File: config.mk
export PLATFORM = sky130hd
export DESIGN_NAME = vdrop_mon_top
export DESIGN_NICKNAME = d
export VERILOG_FILES = /design/src/rtl/vdm_pkg.sv /design/src/rtl/vdm_sync.sv /design/src/rtl/vdm_sampler.sv /design/src/rtl/vdm_regs.sv /design/src/rtl/vdrop_mon_top.sv
export SDC_FILE = /design/constraint.sdc
export NUM_CORES = 1
export LEC_CHECK = 0
export BUFFER_PORTS_ARGS = -buffer_cell sky130_fd_sc_hd__buf_2
export CAP_MARGIN = 20
export CORE_MARGIN = 1
export CORE_UTILIZATION = 53
export DETAILED_ROUTE_END_ITERATION = 8
export PLACE_DENSITY_LB_ADDON = 0.05
export RECOVER_POWER = 100
export SYNTH_ARGS = -nofsm -noshare
export SYNTH_HDL_FRONTEND = slang
export SYNTH_SLANG_ARGS = --single-unit
File: constraint.sdc
create_clock -name clk -period 2.2 [get_ports clk]
set_clock_uncertainty 0.1 [all_clocks]
set_input_delay 0.22 -clock clk [delete_from_list [all_inputs] [get_ports clk]]
set_output_delay 0.22 -clock clk [all_outputs]
set_load 0.01 [all_outputs]
File: src/rtl/vdm_pkg.sv
package vdm_pkg;
   typedef logic [1:0] addr_t;

   localparam addr_t A_MON = 2'd0;
   localparam addr_t A_EN  = 2'd1;
   localparam addr_t A_INT = 2'd2;

   localparam int B_MON = 0;
   localparam int B_DET = 0;
   localparam int B_IE  = 0;
   localparam int B_ARM = 1;
   localparam int B_CRS = 2;
   localparam int B_WDT = 3;
   localparam int B_SEL = 4;
endpackage

File: src/rtl/vdm_sync.sv
module vdm_sync #(
   parameter int STAGES = 2
) (
   input  logic clk,
   input  logic por_n,
   input  logic d,
   output logic q
);
   initial begin
      assert (STAGES >= 0) else $error("STAGES must not be negative");
   end

   generate
      if (STAGES == 0) begin : g_bypass
         assign q = d;
      end else begin : g_chain
         logic [STAGES-1:0] ff_q;
         always_ff @(posedge clk or negedge por_n) begin
            if (!por_n) begin
               ff_q <= '1;
            end else begin
               ff_q[0] <= d;
               for (int i = 1; i < STAGES; i++) ff_q[i] <= ff_q[i-1];
            end
         end
         assign q = ff_q[STAGES-1];
      end
   endgenerate
endmodule

File: src/rtl/vdm_sampler.sv
module vdm_sampler #(
   parameter int MIN_DIV_LOG = 3,
   parameter int SEL_W       = 2,
   parameter int SETTLE_CYC  = 100
) (
   input  logic             clk,
   input  logic             por_n,
   input  logic             det_en,
   input  logic [SEL_W-1:0] rate_sel,
   input  logic             cmp_s,
   output logic             filt_level,
   output logic             cross_evt
);
   localparam int MAX_LOG = MIN_DIV_LOG + (1 << SEL_W) - 1;
   localparam int CNT_W   = $clog2(SETTLE_CYC + 1);

   initial begin
      assert (MIN_DIV_LOG >= 1) else $error("MIN_DIV_LOG must be at least 1");
      assert (SEL_W >= 1 && SEL_W <= 3) else $error("SEL_W out of range");
      assert (SETTLE_CYC >= 1) else $error("SETTLE_CYC must be at least 1");
   end

   logic [MAX_LOG-1:0] pre_q;
   logic [MAX_LOG-1:0] ones;
   logic [MAX_LOG-1:0] mask;
   logic               tick;
   logic               en_q;
   logic               en_rise;
   logic [CNT_W-1:0]   settle_q;
   logic               settled;
   logic               ready_q;
   logic               smp_q;
   logic               filt_q;

   assign ones    = '1;
   assign mask    = ones >> (MAX_LOG - MIN_DIV_LOG - int'(rate_sel));
   assign tick    = ((pre_q & mask) == mask);
   assign en_rise = det_en & ~en_q;
   assign settled = (settle_q == '0) & ~en_rise;

   always_ff @(posedge clk or negedge por_n) begin
      if (!por_n) begin
         pre_q    <= '0;
         en_q     <= 1'b0;
         settle_q <= '0;
      end else begin
         pre_q <= pre_q + 1'b1;
         en_q  <= det_en;
         if (en_rise)              settle_q <= CNT_W'(SETTLE_CYC);
         else if (settle_q != '0)  settle_q <= settle_q - 1'b1;
      end
   end

   always_ff @(posedge clk or negedge por_n) begin
      if (!por_n) begin
         ready_q <= 1'b0;
         smp_q   <= 1'b1;
         filt_q  <= 1'b1;
      end else if (!det_en) begin
         ready_q <= 1'b0;
         smp_q   <= 1'b1;
         filt_q  <= 1'b1;
      end else if (tick && settled) begin
         smp_q <= cmp_s;
         if (!ready_q) begin
            filt_q  <= cmp_s;
            ready_q <= 1'b1;
         end else if (cmp_s == smp_q && cmp_s != filt_q) begin
            filt_q <= cmp_s;
         end
      end
   end

   assign cross_evt  = det_en & ready_q & tick & settled & (cmp_s == smp_q) & (cmp_s != filt_q);
   assign filt_level = filt_q;


   settle_ready_chk: assert property (@(posedge clk) disable iff (!por_n)
      (settle_q != '0) |-> !ready_q);

   filt_hold_chk: assert property (@(posedge clk) disable iff (!por_n)
      (det_en && !tick) |=> $stable(filt_q));
endmodule

File: src/rtl/vdm_regs.sv
module vdm_regs
   import vdm_pkg::*;
#(
   parameter int SEL_W = 2,
   parameter int FW    = 6
) (
   input  logic             clk,
   input  logic             por_n,
   input  logic             warm_rst,
   input  logic             wr,
   input  addr_t            addr,
   input  logic [FW-1:0]    wdata,
   input  logic             prot_ok,
   input  logic             cross_evt,
   input  logic             wdt_ovf,
   input  logic             stop_mode,
   output logic             det_en,
   output logic [SEL_W-1:0] rate_sel,
   output logic             irq_en,
   output logic             wake_arm,
   output logic             cross_flag,
   output logic             wdt_flag,
   output logic             irq_pulse,
   output logic             wake_req
);
   initial begin
      assert (FW == B_SEL + SEL_W) else $error("FW must cover the rate field");
   end

   logic wr_en_reg;
   logic wr_int_reg;
   logic spent_q;
   logic wake_fire;

   assign wr_en_reg  = wr & prot_ok & (addr == A_EN);
   assign wr_int_reg = wr & prot_ok & (addr == A_INT);
   assign wake_fire  = cross_evt & stop_mode & wake_arm & ~spent_q;

   always_ff @(posedge clk or negedge por_n) begin
      if (!por_n)         det_en <= 1'b0;
      else if (wr_en_reg) det_en <= wdata[B_DET];
   end

   always_ff @(posedge clk or negedge por_n) begin
      if (!por_n) begin
         irq_en     <= 1'b0;
         wake_arm   <= 1'b0;
         spent_q    <= 1'b0;
         rate_sel   <= '0;
         cross_flag <= 1'b0;
         wdt_flag   <= 1'b0;
         irq_pulse  <= 1'b0;
         wake_req   <= 1'b0;
      end else if (warm_rst) begin
         irq_en     <= 1'b0;
         wake_arm   <= 1'b0;
         spent_q    <= 1'b0;
         rate_sel   <= '0;
         cross_flag <= 1'b0;
         wdt_flag   <= 1'b0;
         irq_pulse  <= 1'b0;
         wake_req   <= 1'b0;
      end else begin
         if (wr_int_reg) begin
            irq_en   <= wdata[B_IE];
            wake_arm <= wdata[B_ARM];
            rate_sel <= wdata[B_SEL +: SEL_W];
            if (!wdata[B_ARM]) spent_q <= 1'b0;
         end
         if (wake_fire) spent_q <= 1'b1;

         if (!det_en)                           cross_flag <= 1'b0;
         else if (cross_evt)                    cross_flag <= 1'b1;
         else if (wr_int_reg && !wdata[B_CRS])  cross_flag <= 1'b0;

         if (wdt_ovf)                           wdt_flag <= 1'b1;
         else if (wr_int_reg && !wdata[B_WDT])  wdt_flag <= 1'b0;

         irq_pulse <= cross_evt & ~cross_flag & irq_en;
         wake_req  <= wake_fire;
      end
   end


   off_flag_clear_chk: assert property (@(posedge clk) disable iff (!por_n)
      !det_en |=> !cross_flag);

   cross_sticky_chk: assert property (@(posedge clk) disable iff (!por_n)
      (cross_flag && det_en && !warm_rst && !(wr_int_reg && !wdata[B_CRS])) |=> cross_flag);

   en_protect_chk: assert property (@(posedge clk) disable iff (!por_n)
      !(wr && prot_ok) |=> $stable(det_en));

   en_warm_keep_chk: assert property (@(posedge clk) disable iff (!por_n)
      (warm_rst && !wr) |=> ($stable(det_en) && !irq_en && !cross_flag));

   irq_with_flag_chk: assert property (@(posedge clk) disable iff (!por_n)
      irq_pulse |-> cross_flag);

   irq_single_chk: assert property (@(posedge clk) disable iff (!por_n)
      irq_pulse |=> !irq_pulse);

   wake_spends_chk: assert property (@(posedge clk) disable iff (!por_n)
      wake_req |-> spent_q);

   wake_in_stop_chk: assert property (@(posedge clk) disable iff (!por_n)
      wake_req |-> $past(stop_mode));
endmodule

File: src/rtl/vdrop_mon_top.sv
module vdrop_mon_top
   import vdm_pkg::*;
#(
   parameter int DW          = 8,
   parameter int MIN_DIV_LOG = 3,
   parameter int SEL_W       = 2,
   parameter int SETTLE_CYC  = 100,
   parameter int SYNC_STAGES = 2
) (
   input  logic          clk,
   input  logic          por_n,
   input  logic          warm_rst,
   input  logic          cmp_above,
   input  logic          stop_mode,
   input  logic          wdt_ovf,
   input  logic          wr_prot_en,
   input  logic [1:0]    reg_addr,
   input  logic          reg_wr,
   input  logic [DW-1:0] reg_wdata,
   output logic [DW-1:0] reg_rdata,
   output logic          irq_pulse,
   output logic          wake_req
);
   localparam int FW = B_SEL + SEL_W;

   initial begin
      assert (DW > FW) else $error("DW must exceed the field width");
   end

   logic             cmp_s;
   logic             det_en;
   logic [SEL_W-1:0] rate_sel;
   logic             irq_en;
   logic             wake_arm;
   logic             cross_flag;
   logic             wdt_flag;
   logic             filt_level;
   logic             cross_evt;
   logic             unused_wr_hi;

   assign unused_wr_hi = ^reg_wdata[DW-1:FW];

   vdm_sync #(.STAGES(SYNC_STAGES)) u_sync (
      .clk(clk), .por_n(por_n), .d(cmp_above), .q(cmp_s)
   );

   vdm_sampler #(
      .MIN_DIV_LOG(MIN_DIV_LOG), .SEL_W(SEL_W), .SETTLE_CYC(SETTLE_CYC)
   ) u_samp (
      .clk(clk), .por_n(por_n), .det_en(det_en), .rate_sel(rate_sel),
      .cmp_s(cmp_s), .filt_level(filt_level), .cross_evt(cross_evt)
   );

   vdm_regs #(.SEL_W(SEL_W), .FW(FW)) u_regs (
      .clk(clk), .por_n(por_n), .warm_rst(warm_rst), .wr(reg_wr),
      .addr(reg_addr), .wdata(reg_wdata[FW-1:0]), .prot_ok(wr_prot_en),
      .cross_evt(cross_evt), .wdt_ovf(wdt_ovf), .stop_mode(stop_mode),
      .det_en(det_en), .rate_sel(rate_sel), .irq_en(irq_en),
      .wake_arm(wake_arm), .cross_flag(cross_flag), .wdt_flag(wdt_flag),
      .irq_pulse(irq_pulse), .wake_req(wake_req)
   );

   always_comb begin
      reg_rdata = '0;
      case (reg_addr)
         A_MON: reg_rdata[B_MON] = det_en ? filt_level : 1'b1;
         A_EN:  reg_rdata[B_DET] = det_en;
         A_INT: begin
            reg_rdata[B_IE]            = irq_en;
            reg_rdata[B_ARM]           = wake_arm;
            reg_rdata[B_CRS]           = cross_flag;
            reg_rdata[B_WDT]           = wdt_flag;
            reg_rdata[B_SEL +: SEL_W]  = rate_sel;
         end
         default: reg_rdata = '0;
      endcase
   end


   hi_bits_zero_chk: assert property (@(posedge clk) disable iff (!por_n)
      reg_rdata[DW-1:FW] == '0);

   narrow_regs_chk: assert property (@(posedge clk) disable iff (!por_n)
      (reg_addr != A_INT) |-> (reg_rdata[DW-1:1] == '0));

   off_mon_high_chk: assert property (@(posedge clk) disable iff (!por_n)
      (!det_en && reg_addr == A_MON) |-> reg_rdata[B_MON]);
endmodule

==> flow_summary.ini <==
[outcome]
run_status = finished clean

[die]
pin_count = 28
coreArea_sq_um = 2500
dieArea_sq_um = 2860
fp-row-count = 18
die_x_microns = 53.5
initial_core_util = 0.562
die_y_microns = 53.5

[timing]
setup-tns-final_ns = 0
fin_ws_ns = 0.291
fin_crit_ns = 1.91
max_freq_mhz = 524
slew_headroom = 0.0140
setup_viol = 0
finalHoldViolCount = 0
grt_setup_unrepaired = no
fin_crit_sh = 0.868
maxSlewViolCount = 0
tightest_slew_ns = 1.48

[clocking]
cts_resized = 0
clkSinkCount = 29
clk_latency_ns = 0.31
post_cts_buffers = 0
cts_root_buf = clkbuf_4
clk_pin_slew_worst_paths_ns = 0.08
clockBufferDepth = 2
cts_tree = done
h-tree-depth = 2
numCtsBuffers = 5

[min_path]
hold_path.class = in -> reg

[setup_path]
critPathBufInv = 1
critPathRequiredTime_ns = 2.32
startpoint_type = register
cp_max_fo = 9
critical_path_class = reg -> reg
crit_chain = inv_1 -> ha_1 -> nor3b_2 -> and2_1 -> nand4_1 -> nor3_1
slowest_stage = dfrtp_1
crit_path_end_kind = register
cpPeakStageDelay_ns = 0.38
cp.arrival_ns = 2.03
cp_top_family = simple AND/OR/NAND/NOR gates

[yosys]
yosysSeqAreaShare = 0.520
synth_cells = 131
yosys-top-cells-area = dfrtp_1, dfstp_2, xnor2_1
syn_area_sq_um = 1400
synth_edf_count = 0
synth.top_cell.area_share = 0.446
synth_top_flop_cell = dfrtp_1
ys_types = 42
avgSynthCellArea_sq_um = 10.7
synth_top_area_cell = dfrtp_1
yosysWarnings = 0
async_reset_ff_frac = 1.00
ys_seq_elements = 29

[global_routing]
grt_first_pass_wirelength_microns = 4090
grt_use_total = 0.207
antenna_found_initial = 0
overflow = 0
grt_pass1_vias = 939
grt_max_degree = 30

[final_layout]
drive_above_1_share = 0.224
layout.nets = 182
final_cell_count_no_fill = 191
num-fill-cells = 217
antenna_cells = 0
area_growth_pct = 14.3

[routing]
vias = 1033
via_per_inst = 5.41
wirelength_microns = 2530
wl_per_cell_microns = 13.2
drtIter0Drc = 24
ant_nets = 0
drt_pass1_iterations = 6
post-route-drc-count = 0

[run]
maxCapViolations = 0

[placement]
port_buffers = 23
place_congestion = 0.754
pre_cts_ws_ns = 0.321
place_hpwl_microns = 1900
dpl.cell_count = 182

[power]
power.leakage_uw = 0.000756
total_power_uw = 1250
ir_drop_mv = 0.597
power_density_nw_per_um2 = 780
per-stage QoR:
step / area (sq um) / hold WS [ns] / util
3_3_place_gp: 1540 / 0.171 / 0.616
2_1_floorplan: 1410 / -0.176 / -
6_report: 1600 / 0.0398 / 0.642
4_1_cts: 1610 / 0.0301 / 0.646
5_1_grt: 1600 / 0.0343 / 0.642
3_5_place_dp: 1540 / 0.169 / 0.616
sequential cells by signal, indices dropped and copies added, names as in the netlist, 2 cells and up:
signal and cells:
u_samp.pre_q 6, u_samp.settle_q 7, u_sync.g_chain.ff_q 2, u_regs.rate_sel 2
path summary, 6_finish.rpt:
path	startpoint	end	slack, ns	cells after the start
min reg2reg	u_sync.g_chain.ff_q[0]	u_sync.g_chain.ff_q[1]	0.26	0
max in group asynchronous	por_n	u_regs.irq_en	0.45	2
min in group asynchronous	por_n	u_samp.settle_q[6]	0.69	2
max reg2reg	u_samp.settle_q[0]	u_regs.wake_req	0.29	6
min	warm_rst	u_regs.wdt_flag	0.04	2
max	u_samp.settle_q[0]	u_regs.wake_req	0.29	6
kinds of logic after synthesis:
| group | Yosys count | synth area share |
|---|---|---|
| AOI/OAI and AO/OA | 24 | 0.121 |
| xor gates and xnor gates | 7 | 0.0437 |
| adders and majority gates | 3 | 0.0267 |
| buffers and inverters | 14 | 0.0499 |
| DFF | 29 | 0.520 |
| muxes | 5 | 0.0365 |
| other | 1 | 0.00267 |
| and+or+nand+nor | 48 | 0.199 |
cell usage after synthesis, types with 2 or more instances:
| cell | instances |
|---|---|
| nor3_1 | 3 |
| a211oi_1 | 2 |
| nor2b_1 | 3 |
| o21ai_0 | 4 |
| nand3_1 | 4 |
| nand4_1 | 3 |
| dfstp_2 | 4 |
| and2_1 | 6 |
| o31ai_1 | 3 |
| nand2b_1 | 3 |
| buf_4 | 2 |
| inv_1 | 9 |
| xnor2_1 | 6 |
| o211ai_1 | 2 |
| mux2i_1 | 4 |
| ha_1 | 3 |
| a21oi_1 | 7 |
| buf_2 | 2 |
| dfrtp_1 | 25 |
| nor2_1 | 7 |
| nand2_1 | 7 |
| or3_1 | 2 |
report_power, final:
part	internal, uW	switching, uW
Combinational	130	153
Sequential	602	53.6
Clock	151	163
cell type report:
type / instances / area [sq um] / share of cell area
multi-input cells: 89 / 607 / 0.378
well taps: 30 / 37.5 / 0.0234
clock buffers: 7 / 55.1 / 0.0343
repair buffers: 27 / 140 / 0.0874
flip-flops and latches: 29 / 731 / 0.456
inverters: 9 / 33.8 / 0.0211
cell usage in the layout (no fill, tap or decap), types with 3 or more instances in the layout:
| master | synthesis | routed |
|---|---|---|
| a21oi_1 | 7 | 7 |
| clkbuf_4 | 0 | 5 |
| inv_1 | 9 | 9 |
| nand2_1 | 7 | 7 |
| o31ai_1 | 3 | 3 |
| nor2_1 | 7 | 7 |
| nand4_1 | 3 | 3 |
| dfstp_2 | 4 | 4 |
| nor3_1 | 3 | 3 |
| mux2i_1 | 4 | 4 |
| nand2b_1 | 3 | 3 |
| o21ai_0 | 4 | 4 |
| clkbuf_1 | 0 | 7 |
| buf_2 | 2 | 18 |
| xnor2_1 | 6 | 6 |
| ha_1 | 3 | 3 |
| nand3_1 | 4 | 4 |
| nor2b_1 | 3 | 3 |
| dfrtp_1 | 25 | 25 |
| and2_0 | 0 | 5 |
routing by layer:
layer	global-route usage	vias up	wire [microns]
met4	0.0702	0	0
met5	0	-	0
met3	0.0805	0	86
met1	0.254	495	1150
met2	0.329	25	1290
li1	-	513	-
timing repair:
| action | in CTS | in global routing |
|---|---|---|
| hold endpoints to repair | 26 | 0 |
| hold buffers | 2 | 0 |
| setup endpoints to repair | 0 | 0 |
Note: power is estimated with default switching activity, not from simulation.
